[config.mk]
export PLATFORM = sky130hd
export DESIGN_NAME = shift_add_mult
export DESIGN_NICKNAME = d
export VERILOG_FILES = /design/src/rtl/mul_pkg.sv /design/src/rtl/mul_ctrl.sv /design/src/rtl/mul_adder.sv /design/src/rtl/mul_datapath.sv /design/src/rtl/shift_add_mult.sv
export SDC_FILE = /design/constraint.sdc
export NUM_CORES = 1
export LEC_CHECK = 0
export ABC_AREA = 1
export BUFFER_PORTS_ARGS = -buffer_cell sky130_fd_sc_hd__buf_2
export CAP_MARGIN = 15
export CORE_MARGIN = 1
export CORE_UTILIZATION = 61
export CTS_BUF_LIST = sky130_fd_sc_hd__clkbuf_4 sky130_fd_sc_hd__clkbuf_8 sky130_fd_sc_hd__clkbuf_16
export DETAILED_ROUTE_END_ITERATION = 7
export PLACE_DENSITY = 0.94
export SLEW_MARGIN = 0
export SYNTH_ARGS = -nofsm -noshare
export SYNTH_HDL_FRONTEND = slang
export SYNTH_SLANG_ARGS = --single-unit
[constraint.sdc]
create_clock -name clk -period 6.6 [get_ports clk]
set_input_delay 0.99 -clock clk [delete_from_list [all_inputs] [get_ports clk]]
set_output_delay 0.99 -clock clk [all_outputs]
set_load 0.02 [all_outputs]
[src/rtl/mul_pkg.sv]
package mul_pkg;
  localparam int unsigned DEF_WIDTH = 32;

  typedef enum logic [1:0] {
    MS_IDLE = 2'd0,
    MS_RUN  = 2'd1,
    MS_FIN  = 2'd2
  } mul_state_e;

  function automatic int unsigned cnt_bits(input int unsigned steps);
    return (steps > 1) ? $clog2(steps) : 1;
  endfunction
endpackage

[src/rtl/mul_ctrl.sv]
module mul_ctrl
  import mul_pkg::*;
#(
  parameter int unsigned STEPS = DEF_WIDTH
) (
  input  logic clk,
  input  logic rst_n,
  input  logic start,
  output logic load,
  output logic step,
  output logic busy,
  output logic done
);
  localparam int unsigned CNT_W = cnt_bits(STEPS);
  localparam logic [CNT_W-1:0] LAST = CNT_W'(STEPS - 1);

  mul_state_e       state_q, state_d;
  logic [CNT_W-1:0] cnt_q, cnt_d;
  logic             cnt_en;

  always_comb begin
    state_d = state_q;
    cnt_d   = cnt_q;
    cnt_en  = 1'b0;
    load    = 1'b0;
    unique case (state_q)
      MS_RUN: begin
        cnt_en = 1'b1;
        cnt_d  = cnt_q + CNT_W'(1);
        if (cnt_q == LAST) begin
          state_d = MS_FIN;
        end
      end
      MS_FIN, MS_IDLE: begin
        if (start) begin
          load    = 1'b1;
          cnt_en  = 1'b1;
          cnt_d   = '0;
          state_d = MS_RUN;
        end else begin
          state_d = MS_IDLE;
        end
      end
      default: state_d = MS_IDLE;
    endcase
  end

  always_ff @(posedge clk or negedge rst_n) begin
    if (!rst_n) begin
      state_q <= MS_IDLE;
    end else begin
      state_q <= state_d;
    end
  end

  always_ff @(posedge clk or negedge rst_n) begin
    if (!rst_n) begin
      cnt_q <= '0;
    end else if (cnt_en) begin
      cnt_q <= cnt_d;
    end
  end

  assign step = (state_q == MS_RUN);
  assign busy = (state_q == MS_RUN);
  assign done = (state_q == MS_FIN);
endmodule

[src/rtl/mul_adder.sv]
module mul_adder #(
  parameter int unsigned W = 32
) (
  input  logic [W-1:0] acc,
  input  logic [W-1:0] addend,
  input  logic         use_addend,
  output logic [W:0]   sum
);
  logic [W-1:0] gated;

  assign gated = use_addend ? addend : '0;
  assign sum   = {1'b0, acc} + {1'b0, gated};
endmodule

[src/rtl/mul_datapath.sv]
module mul_datapath #(
  parameter int unsigned W = 32
) (
  input  logic           clk,
  input  logic           rst_n,
  input  logic           load,
  input  logic           step,
  input  logic [W-1:0]   mcand_in,
  input  logic [W-1:0]   mplier_in,
  output logic [2*W-1:0] prod
);
  localparam int unsigned PW = 2 * W;

  logic [W-1:0]  mcand_q;
  logic [PW-1:0] prod_q, prod_d;
  logic          prod_en;
  logic [W:0]    upper_sum;

  mul_adder #(.W(W)) u_add (
    .acc        (prod_q[PW-1:W]),
    .addend     (mcand_q),
    .use_addend (prod_q[0]),
    .sum        (upper_sum)
  );

  always_comb begin
    prod_en = load | step;
    if (load) begin
      prod_d = {{W{1'b0}}, mplier_in};
    end else begin
      prod_d = {upper_sum, prod_q[W-1:1]};
    end
  end

  always_ff @(posedge clk or negedge rst_n) begin
    if (!rst_n) begin
      mcand_q <= '0;
    end else if (load) begin
      mcand_q <= mcand_in;
    end
  end

  always_ff @(posedge clk or negedge rst_n) begin
    if (!rst_n) begin
      prod_q <= '0;
    end else if (prod_en) begin
      prod_q <= prod_d;
    end
  end

  assign prod = prod_q;
endmodule

[src/rtl/shift_add_mult.sv]
module shift_add_mult
  import mul_pkg::*;
#(
  parameter int unsigned WIDTH = DEF_WIDTH
) (
  input  logic             clk,
  input  logic             rst_n,
  input  logic             start_i,
  input  logic [WIDTH-1:0] mcand_i,
  input  logic [WIDTH-1:0] mplier_i,
  output logic             busy_o,
  output logic             done_o,
  output logic [WIDTH-1:0] hi_o,
  output logic [WIDTH-1:0] lo_o
);
  localparam int unsigned PW = 2 * WIDTH;

  logic          load, step;
  logic [PW-1:0] prod;

  mul_ctrl #(.STEPS(WIDTH)) u_ctrl (
    .clk   (clk),
    .rst_n (rst_n),
    .start (start_i),
    .load  (load),
    .step  (step),
    .busy  (busy_o),
    .done  (done_o)
  );

  mul_datapath #(.W(WIDTH)) u_dp (
    .clk       (clk),
    .rst_n     (rst_n),
    .load      (load),
    .step      (step),
    .mcand_in  (mcand_i),
    .mplier_in (mplier_i),
    .prod      (prod)
  );

  assign hi_o = prod[PW-1:WIDTH];
  assign lo_o = prod[WIDTH-1:0];
endmodule

==> reports/qor.yml, run 1 <==
detailed_routing:
  routed_via_density: 5.22
  drt_pre_antenna_iters: 5
  wl_per_cell_um: 13.6
  routed-via-count: 6816
  drt_iter0_markers: 452
  wl_met2_mm: 8.35
  drc_errors: 0
  wl_mm: 17.8
  top_layer: "met4"
  wl_met3_mm: 1.43
  wl_met1_mm: 7.56
  ant_nets: 0
global_routing:
  grt_pass1_wl_mm: 29.4
  grt_overflow: 0
  grt_pass1_vias: 6531
  antenna_found_initial: 0
  grt_usage_pct: 32.4
  grt_max_degree: 82
floorplanning:
  core_mm2: 0.0109
  initial_core_util_pct: 62.6
  rows: 38
  num_io_pins: 133
  die_w_um: 108
  design.die.area_mm2: 0.0116
  die_h_um: 108
sta:
  relSlewSlack_pct: 29.5
  maxSlewViolCount: 0
  timing.final.ws_setup_ps: 3700
  period_needed_ps: 2900
  setup_violations: 0
  max_freq_mhz: 345
  worst_pin_slew_ps: 1060
  finalCritPeriodShare_pct: 43.9
  hold_viol_final: 0
  finalClockSkew_ps: 13.6
  rsz0062_at_grt: "false"
  finalSetupTns_ps: 0
critical_path:
  cp-end-kind: "register"
  path_class: "reg -> reg"
  critPathLaunchType: "register"
  worstPathArrival_ps: 3200
  critPathRequiredTime_ps: 6900
  cp_max_fo: 42
  rrSetupSlack_ps: 3700
layout:
  layout_commonest_cell: "nand2_1"
  multiInputGateArea_mm2: 0.00338
  drive_gt1_share_pct: 15.3
  area_delta_synth_final_pct: 13.4
  stdcell_area_mm2: 0.00774
  fillCellCount: 904
  ff_latch_area_mm2: 0.00258
  fin_util_pct: 71.1
  nets: 1262
  antenna_cells: 0
  final_cell_mix: "420 x nand2_1, 188 x inv_1, 131 x buf_2"
cts:
  cts_buffer_depth: 2
  htreeDepth: 3
  cts-buffers-inserted: 9
  cts_setup_buffers: 0
  clk_latency_ps: 380
  cts_resized: 0
  cts_hold_buf: 0
  cts_root_buf: "clkbuf_8"
  cts_sinks: 103
  path_clk_slew_ps: 120
  cts_tree: "built"
power:
  p_int_w: 0.00200
  power_leakage_nw: 4.78
  p_switching_w: 0.00227
  pwr-share-seq_pct: 28.5
  power_frac_comb_pct: 62.0
  irDropWorstVdd_mv: 0.326
  finalPower_w: 0.00427
  p_clk_share_pct: 9.5
  power_density_mw_per_mm2: 552
  swShare_pct: 53.3
yosys:
  async_reset_ff_share_pct: 100
  ys_seq_area_share_pct: 37.8
  yosysWarnings: 0
  synthesis.instances: 1045
  synth_seq_cells: 103
  synth_edf_count: 0
  synth_fp_nets: 1147
  synth_area_mm2: 0.00682
  synth_flop_cell: "dfrtp_1"
  syn_area_per_cell_um2: 6.53
  synth.distinct_cells: 34
hold_path:
  hp-class: "reg -> reg"
placement:
  io_buffers: 132
  pre_cts_slack_ps: 3750
  placed_cell_area_mm2: 0.00754
  dpl.hpwl_mm: 13.3
  place.gp.congestion: 0.938
status:
  outcome: "finished clean"
run:
  cap_violations: 0
per-layer routing:
layer  vias to the layer above  global-route usage, %
met5                         -                      0
met4                         0                   12.0
met3                        34                   5.45
met2                       268                   54.6
met1                      3099                   41.9
li1                       3415                      -
Yosys cell counts, types with 2 or more instances:
library cell	number	area [µm²]
and2_1	2	12.5
nor3_1	3	15.0
a21oi_1	32	160
buf_4	2	15.0
ha_1	34	425
nor2_2	5	31.3
nand4_1	2	12.5
nand2_1	421	1580
o21ai_0	95	475
nand3_2	4	40.0
nand3_1	36	180
nand2_2	10	62.6
dfrtp_1	103	2580
buf_2	11	55.1
o21ai_1	4	20.0
a21o_1	2	15.0
inv_1	188	706
or2_1	3	18.8
o22ai_1	3	18.8
clkbuf_1	18	67.6
nand3b_1	4	30.0
a22o_1	2	17.5
inv_2	4	15.0
nor2_1	47	176
power by group through the flow:
stage | Sequential [W] | Combinational (W) | Clock, W
floorplan | 0.00138 | 0.00171 | 0
global placement | 0.00121 | 0.00251 | 0
detailed placement | 0.00121 | 0.00261 | 0
CTS | 0.00121 | 0.00262 | 0.000406
global route | 0.00125 | 0.00298 | 0.000429
finish | 0.00122 | 0.00265 | 0.000407
logic make-up (layout without fill, tap and decap cells):
family	after synthesis	count (layout)	share of synthesized area [%]
buffers and inverters	224	344	12.6
and+or+nand+nor	539	539	31.9
xor gates and xnor gates	1	1	0.128
AOI/OAI and AO/OA	143	143	11.0
DFF	103	103	37.8
adders and majority gates	35	35	6.53
registers in the layout (all words and copies together) (netlist names):
signal	count
u_ctrl.cnt_q	5
u_ctrl.state_q	2
u_dp.mcand_q	32
u_dp.prod	64
through the flow:
| stage | std cells | hold WS, ps |
|---|---|---|
| after floorplan | 1045 | 449 |
| after global placement | 1289 | 464 |
| after detailed placement | 1289 | 472 |
| after CTS | 1305 | 499 |
| after global routing | 1305 | 515 |
| final | 1305 | 497 |
final cells by class:
type	instances	area share [%]
Multi-Input combinational cell	718	43.7
Inverter	193	9.36
Sequential cell	103	33.3
Clock buffer	10	1.70
Timing Repair Buffer	135	8.86
Tap cell	140	2.26
Clock inverter	6	0.776
worst max-delay path, cell delays in order, from the launching register on:
cell and delay, ps:
dfrtp_1 410, inv_2 80, nor2_2 30, buf_4 240
inv_2 550, nand2_2 560, inv_2 680, nand2_1 120
o21ai_1 120
worst paths after layout:
path / from / cells after the start / to
setup reg to reg: u_ctrl.state_q[0] / 8 / u_dp.prod[47]
min in group asynchronous: rst_n / 1 / u_dp.prod[50]
setup / recovery: u_ctrl.state_q[0] / 8 / u_dp.prod[47]
max in group asynchronous: rst_n / 2 / u_dp.mcand_q[1]
hold reg to reg: u_dp.mcand_q[12] / 2 / u_dp.mcand_q[12]
hold / removal: u_dp.mcand_q[12] / 2 / u_dp.mcand_q[12]
Note: power is estimated with default switching activity, not from simulation.
==> inputs of run 2 (changes only) <==
--- a/config.mk
+++ b/config.mk
@@ -9,10 +9,10 @@
 export BUFFER_PORTS_ARGS = -buffer_cell sky130_fd_sc_hd__buf_2
 export CAP_MARGIN = 15
 export CORE_MARGIN = 1
-export CORE_UTILIZATION = 61
+export CORE_UTILIZATION = 51
 export CTS_BUF_LIST = sky130_fd_sc_hd__clkbuf_4 sky130_fd_sc_hd__clkbuf_8 sky130_fd_sc_hd__clkbuf_16
 export DETAILED_ROUTE_END_ITERATION = 7
-export PLACE_DENSITY = 0.94
+export PLACE_DENSITY = 0.85
 export SLEW_MARGIN = 0
 export SYNTH_ARGS = -nofsm -noshare
 export SYNTH_HDL_FRONTEND = slang
==> constraint.sdc (replaced) <==
create_clock -name clk -period 2.6 [get_ports clk]
set_input_delay 0.39 -clock clk [delete_from_list [all_inputs] [get_ports clk]]
set_output_delay 0.39 -clock clk [all_outputs]
set_load 0.02 [all_outputs]
==> reports/qor.yml, run 2 (synthesis gave the netlist of run 1 again) <==
critical_path:
  path_buf_inv: 4  # unchanged
  critPathMostFrequentCell: "nand2_1"  # was inv_2
  r2r_end: "u_dp.prod[59]"  # was u_dp.prod[47]
  crit_path_cell_trace: "buf_4, nand2_1, inv_1, ha_1, inv_1, fa_1, inv_1, nand3_1, nand3_1, nand3_1, nand3_2, nand2_1, nand2_1, nand2_1, nand3_1, nand2_1"  # was inv_2, nor2_2, buf_4, inv_2, nand2_2, inv_2, nand2_1, o21ai_1
  rrSetupSlack_ps: 320  # was 3700 ps
  critPathLaunch: "u_dp.prod[0]"  # was u_ctrl.state_q[0]
  rr_startpoint: "u_dp.prod[0]"  # was u_ctrl.state_q[0]
  critical_path.top_delay_family: "simple AND/OR/NAND/NOR gates"  # was buffers and inverters
  critPathMaxStageDelay_ps: 350  # was 680 ps
  critPathRequiredTime_ps: 2860  # was 6900 ps
  path_class: "reg -> reg"  # unchanged
  critPathLaunchType: "register"  # unchanged
  crit_slowest_cell: "fa_1"  # was inv_2
  rr_worst_depth: 16  # was 8
  worstPathArrival_ps: 2540  # was 3200 ps
  cp_max_fo: 15  # was 42
  cp-end-kind: "register"  # unchanged
layout:
  final_cell_mix: "420 x nand2_1, 188 x inv_1, 131 x buf_2"  # unchanged
  nets: 1271  # was 1262
  area_delta_synth_final_pct: 17.2  # was 13.4%
  drive_gt1_share_pct: 15.9  # was 15.3%
  antenna_cells: 0  # unchanged
  largest_register_ffs: 64  # unchanged
  fin_cells: 1346  # was 1305
  layout_commonest_cell: "nand2_1"  # unchanged
  stdcell_area_mm2: 0.00799  # was 0.00774 mm²
floorplanning:
  initial_core_util_pct: 53.2  # was 62.6%
  die_w_um: 118  # was 108 µm
  rows: 41  # was 38
  design.die.area_mm2: 0.0138  # was 0.0116 mm²
  num_io_pins: 133  # unchanged
  core_mm2: 0.0128  # was 0.0109 mm²
  die_h_um: 118  # was 108 µm
global_routing:
  grt_overflow: 0  # unchanged
  grt_pass1_wl_mm: 30.3  # was 29.4 mm
  grt_usage_pct: 27.4  # was 32.4%
  antenna_found_initial: 1  # was 0
  grt_max_degree: 47  # was 82
  grt_pass1_vias: 6306  # was 6531
cts:
  cts_resized: 0  # unchanged
  cts_setup_buffers: 0  # unchanged
  cts_hold_buf: 0  # unchanged
  cts_sinks: 103  # unchanged
  cts_tree: "built"  # unchanged
  cts_root_buf: "clkbuf_16"  # was clkbuf_8
  cts-buffers-inserted: 9  # unchanged
  path_clk_slew_ps: 80  # was 120 ps
  clk_latency_ps: 360  # was 380 ps
  htreeDepth: 3  # unchanged
  cts_buffer_depth: 2  # unchanged
placement:
  placed_cell_area_mm2: 0.00765  # was 0.00754 mm²
  dpl.hpwl_mm: 13.9  # was 13.3 mm
  io_buffers: 132  # unchanged
  dp_cells: 1330  # was 1289
  place.gp.congestion: 0.915  # was 0.938
sta:
  finalCritPeriodShare_pct: 87.8  # was 43.9%
  finalClockSkew_ps: 10.9  # was 13.6 ps
  max_freq_mhz: 438  # was 345 MHz
  relSlewSlack_pct: 52.9  # was 29.5%
  rsz0062_at_grt: "false"  # unchanged
  hold_viol_final: 0  # unchanged
  maxSlewViolCount: 0  # unchanged
  period_needed_ps: 2280  # was 2900 ps
  worst_pin_slew_ps: 705  # was 1060 ps
  finalSetupTns_ps: 0  # unchanged
  setup_violations: 0  # unchanged
hold_path:
  hp-class: "in -> async"  # was reg -> reg
detailed_routing:
  ant_nets: 0  # unchanged
  drt_iter0_markers: 433  # was 452
  routed-via-count: 6722  # was 6816
  wl_mm: 18.1  # was 17.8 mm
  drc_errors: 0  # unchanged
  routed_via_density: 4.99  # was 5.22
  wl_per_cell_um: 13.4  # was 13.6 µm
  drt_pre_antenna_iters: 5  # unchanged
run:
  cap_violations: 0  # unchanged
power:
  irDropWorstVdd_mv: 0.722  # was 0.326 mV
  finalPower_w: 0.0114  # was 0.00427 W
  power_leakage_nw: 4.89  # was 4.78 nW
  power_density_mw_per_mm2: 1430  # was 552 mW/mm²
status:
  outcome: "finished clean"  # unchanged
## run 2: power by group
group / internal, W / leakage (nW) / switching [W] / total (W)
clock: 0.000888 / 0.163 / 0.000660 / 0.00155
combinational: 0.00229 / 3.48 / 0.00454 / 0.00684
sequential: 0.00244 / 1.25 / 0.000596 / 0.00303
## run 2: area by class of cell
| class | count | area (µm²) |
|---|---|---|
| clock buffers | 10 | 239 |
| clock inverters | 6 | 98.8 |
| fillers | 1246 | 4830 |
| inverters | 193 | 724 |
| multi-input cells | 718 | 3380 |
| flip-flops and latches | 103 | 2580 |
| well taps | 172 | 215 |
| repair buffers | 144 | 753 |
## run 2: routing by layer
layer	wire length [µm]	vias up	part of all wire, %	global-route usage, %
li1	-	3436	-	-
met1	8000	3032	44	35.3
met2	8380	232	46	45.4
met3	1380	22	7.6	5.81
met4	334	0	1.8	9.62
met5	0	-	0	0
## run 2: worst max-delay path by stage
stage                                to  depth (start not counted)
after CTS                 u_dp.prod[63]                         14
after global routing      u_dp.prod[59]                         16
after floorplan           u_dp.prod[63]                         18
after global placement    u_dp.prod[63]                         14
final                     u_dp.prod[59]                         16
after detailed placement  u_dp.prod[63]                         14
## run 2: metrics by stage
step | hold WS [ps] | util (%) | worst slack [ps]
after floorplan | 94.4 | - | 341
after global placement | 440 | 59.7 | 328
after detailed placement | 448 | 59.7 | 348
after CTS | 54.2 | 62.3 | 345
after global routing | 85.0 | 62.3 | 118
final | 29.1 | 62.3 | 318
## run 2: worst register-to-register path: stages, from the launching register on
cell     delay (ps)
dfrtp_1         340
buf_4           190
nand2_1          70
inv_1            60
ha_1            160
inv_1            60
fa_1            350
inv_1           110
nand3_1          80
nand3_1         150
nand3_1         110
nand3_2         140
nand2_1         110
nand2_1          80
nand2_1          40
nand3_1          70
nand2_1          60
==> inputs of run 3 (changes only) <==
--- a/config.mk
+++ b/config.mk
@@ -6,13 +6,14 @@
 export NUM_CORES = 1
 export LEC_CHECK = 0
 export ABC_AREA = 1
-export BUFFER_PORTS_ARGS = -buffer_cell sky130_fd_sc_hd__buf_2
 export CAP_MARGIN = 15
 export CORE_MARGIN = 1
-export CORE_UTILIZATION = 51
+export CORE_UTILIZATION = 58
 export CTS_BUF_LIST = sky130_fd_sc_hd__clkbuf_4 sky130_fd_sc_hd__clkbuf_8 sky130_fd_sc_hd__clkbuf_16
 export DETAILED_ROUTE_END_ITERATION = 7
-export PLACE_DENSITY = 0.85
+export DONT_BUFFER_PORTS = 1
+export PLACE_DENSITY = 0.83
+export REMOVE_ABC_BUFFERS = 1
 export SLEW_MARGIN = 0
 export SYNTH_ARGS = -nofsm -noshare
 export SYNTH_HDL_FRONTEND = slang
==> reports/qor.yml, run 3 (synthesis gave the netlist of run 1 again) <==
status:
  outcome: "finished, violations left"  # was finished clean
  violations: "negative hold slack"
critical_path:
  r2r_end: "u_dp.prod[51]"  # was u_dp.prod[59]
  path_class: "reg -> reg"  # unchanged
  critPathRequiredTime_ps: 2850  # was 2860 ps
  rr_startpoint: "u_dp.prod[0]"  # unchanged
  cp_max_fo: 31  # was 15
  worstPathArrival_ps: 2480  # was 2540 ps
  cp-end-kind: "register"  # unchanged
  rrSetupSlack_ps: 370  # was 320 ps
  rr_worst_depth: 13  # was 16
  critPathLaunchType: "register"  # unchanged
power:
  swShare_pct: 52.4  # was 50.8%
  power_density_mw_per_mm2: 1470  # was 1430 mW/mm²
  p_int_w: 0.00506  # was 0.00562 W
  p_clk_share_pct: 12.6  # was 13.6%
  power_leakage_nw: 4.33  # was 4.89 nW
  p_switching_w: 0.00556  # was 0.00580 W
  finalPower_w: 0.0106  # was 0.0114 W
  irDropWorstVdd_mv: 0.836  # was 0.722 mV
  pwr-share-seq_pct: 35.3  # was 26.6%
  power_frac_comb_pct: 52.2  # was 59.9%
floorplanning:
  design.die.area_mm2: 0.0122  # was 0.0138 mm²
  die_h_um: 110  # was 118 µm
  die_w_um: 110  # was 118 µm
  initial_core_util_pct: 59.7  # was 53.2%
  num_io_pins: 133  # unchanged
  core_mm2: 0.0114  # was 0.0128 mm²
  rows: 39  # was 41
global_routing:
  globalRouteMet3Util_pct: 7.03  # was 5.81%
  grt_pass1_wl_mm: 27.9  # was 30.3 mm
  grt_busiest_layer: "met2"  # unchanged
  use_met2_pct: 44.9  # was 45.4%
  grt_pass1_vias: 5757  # was 6306
  antenna_found_initial: 0  # was 1
  grt_max_degree: 104  # was 47
  use_met1_pct: 39.0  # was 35.3%
  grt_overflow: 0  # unchanged
  grt_usage_pct: 28.6  # was 27.4%
sta:
  max_freq_mhz: 448  # was 438 MHz
  hold_viol_final: 103  # was 0
  rsz0062_at_grt: "false"  # unchanged
  worst_pin_slew_ps: 701  # was 705 ps
  whs_ps: -282  # was 29.1 ps
  finalCritPeriodShare_pct: 85.9  # was 87.8%
  period_needed_ps: 2230  # was 2280 ps
  setup_violations: 0  # unchanged
  finalClockSkew_ps: 11.3  # was 10.9 ps
  relSlewSlack_pct: 53.2  # was 52.9%
  maxSlewViolCount: 0  # unchanged
cts:
  cts_sinks: 103  # unchanged
  path_clk_slew_ps: 80  # about the same
  clk_latency_ps: 360  # about the same
  cts_setup_buffers: 0  # unchanged
  cts_root_buf: "clkbuf_16"  # unchanged
  cts_resized: 0  # unchanged
  cts-buffers-inserted: 9  # unchanged
  cts_buffer_depth: 2  # unchanged
  cts_tree: "built"  # unchanged
  htreeDepth: 3  # unchanged
hold_path:
  hp-class: "in -> async"  # unchanged
placement:
  placed_cell_area_mm2: 0.00694  # was 0.00765 mm²
  dpl.hpwl_mm: 12.5  # was 13.9 mm
  place.gp.congestion: 0.957  # was 0.915
  io_buffers: 0  # was 132
detailed_routing:
  wl_per_cell_um: 14.3  # was 13.4 µm
  drt_iter0_markers: 406  # was 433
  routed-via-count: 6122  # was 6722
  drc_errors: 0  # unchanged
  wl_mm: 16.9  # was 18.1 mm
  ant_nets: 0  # unchanged
  drt_pre_antenna_iters: 7  # was 5
  routed_via_density: 5.19  # was 4.99
layout:
  area_delta_synth_final_pct: 6.02  # was 17.2%
  final_cell_mix: "420 x nand2_1, 188 x inv_1, 103 x dfrtp_1"  # was 420 x nand2_1, 188 x inv_1, 131 x buf_2
  layout_commonest_cell: "nand2_1"  # unchanged
  antenna_cells: 0  # unchanged
  drive_gt1_share_pct: 4.82  # was 15.9%
  largest_register_ffs: 64  # unchanged
  stdcell_area_mm2: 0.00723  # was 0.00799 mm²
  nets: 1134  # was 1271
run:
  cap_violations: 0  # unchanged
==> run 3: changes by cell type in the layout (fill, tap and decap cells not counted), sizes merged <==
cell and delta:
inv -2, clkbuf +1, bufinv -2, buf -137, clkinv +4, clkinvlp -1
==> run 3: cell type report <==
type / instances / area, µm²
inverters: 193 / 724
fillers: 1074 / 4190
clock buffers: 11 / 246
well taps: 143 / 179
flip-flops and latches: 103 / 2580
multi-input cells: 718 / 3380
clock inverters: 5 / 42.5
repair buffers: 7 / 77.6
==> run 3: metrics by stage <==
stage          util [%]  hold slack, ps  setup slack [ps]  instances  TNS, ps
2_1_floorplan         -            94.4              -675       1014   -26310
3_3_place_gp       60.8            96.3               434       1164        0
3_5_place_dp       60.8            96.8               422       1164        0
4_1_cts            63.3            -294               397       1180        0
5_1_grt            63.3            -294              85.3       1180        0
6_report           63.3            -282               366       1180        0
==> run 3: critical path: stages, from the launching register on <==
cell,delay [ps]
dfrtp_1,430
buf_12,210
nand2_1,80
inv_1,50
ha_1,400
nand2_2,100
nor2_1,260
nand3_1,130
nand3_2,140
nand2_1,110
nand2_1,70
nand2_1,40
nand3_1,60
nand2_1,50
==> run 3: routing by layer <==
layer	part of all wire (%)	routed length, µm
met3	7.2	1220
met2	45	7630
met4	1.6	271
met1	46	7780
met5	0	0
==> run 3: power by group through the flow <==
stage | clock [W] | combinational (W) | sequential (W)
finish | 0.00134 | 0.00554 | 0.00374
global route | 0.00143 | 0.00635 | 0.00382
CTS | 0.00137 | 0.00551 | 0.00374
detailed placement | 0 | 0.00550 | 0.00375
global placement | 0 | 0.00535 | 0.00375
floorplan | 0 | 0.00419 | 0.00355
==> run 3: worst max path at each step <==
stage,start,slack (ps),to,cells after the start
CTS,u_dp.prod[0],400,u_dp.prod[54],15
floorplan,start_i,-670,u_dp.prod[36],3
detailed placement,u_dp.prod[0],420,u_dp.prod[59],13
finish,u_dp.prod[0],370,u_dp.prod[51],13
global placement,u_dp.prod[0],430,u_dp.prod[53],14
global route,u_dp.prod[0],90,u_dp.prod[54],15
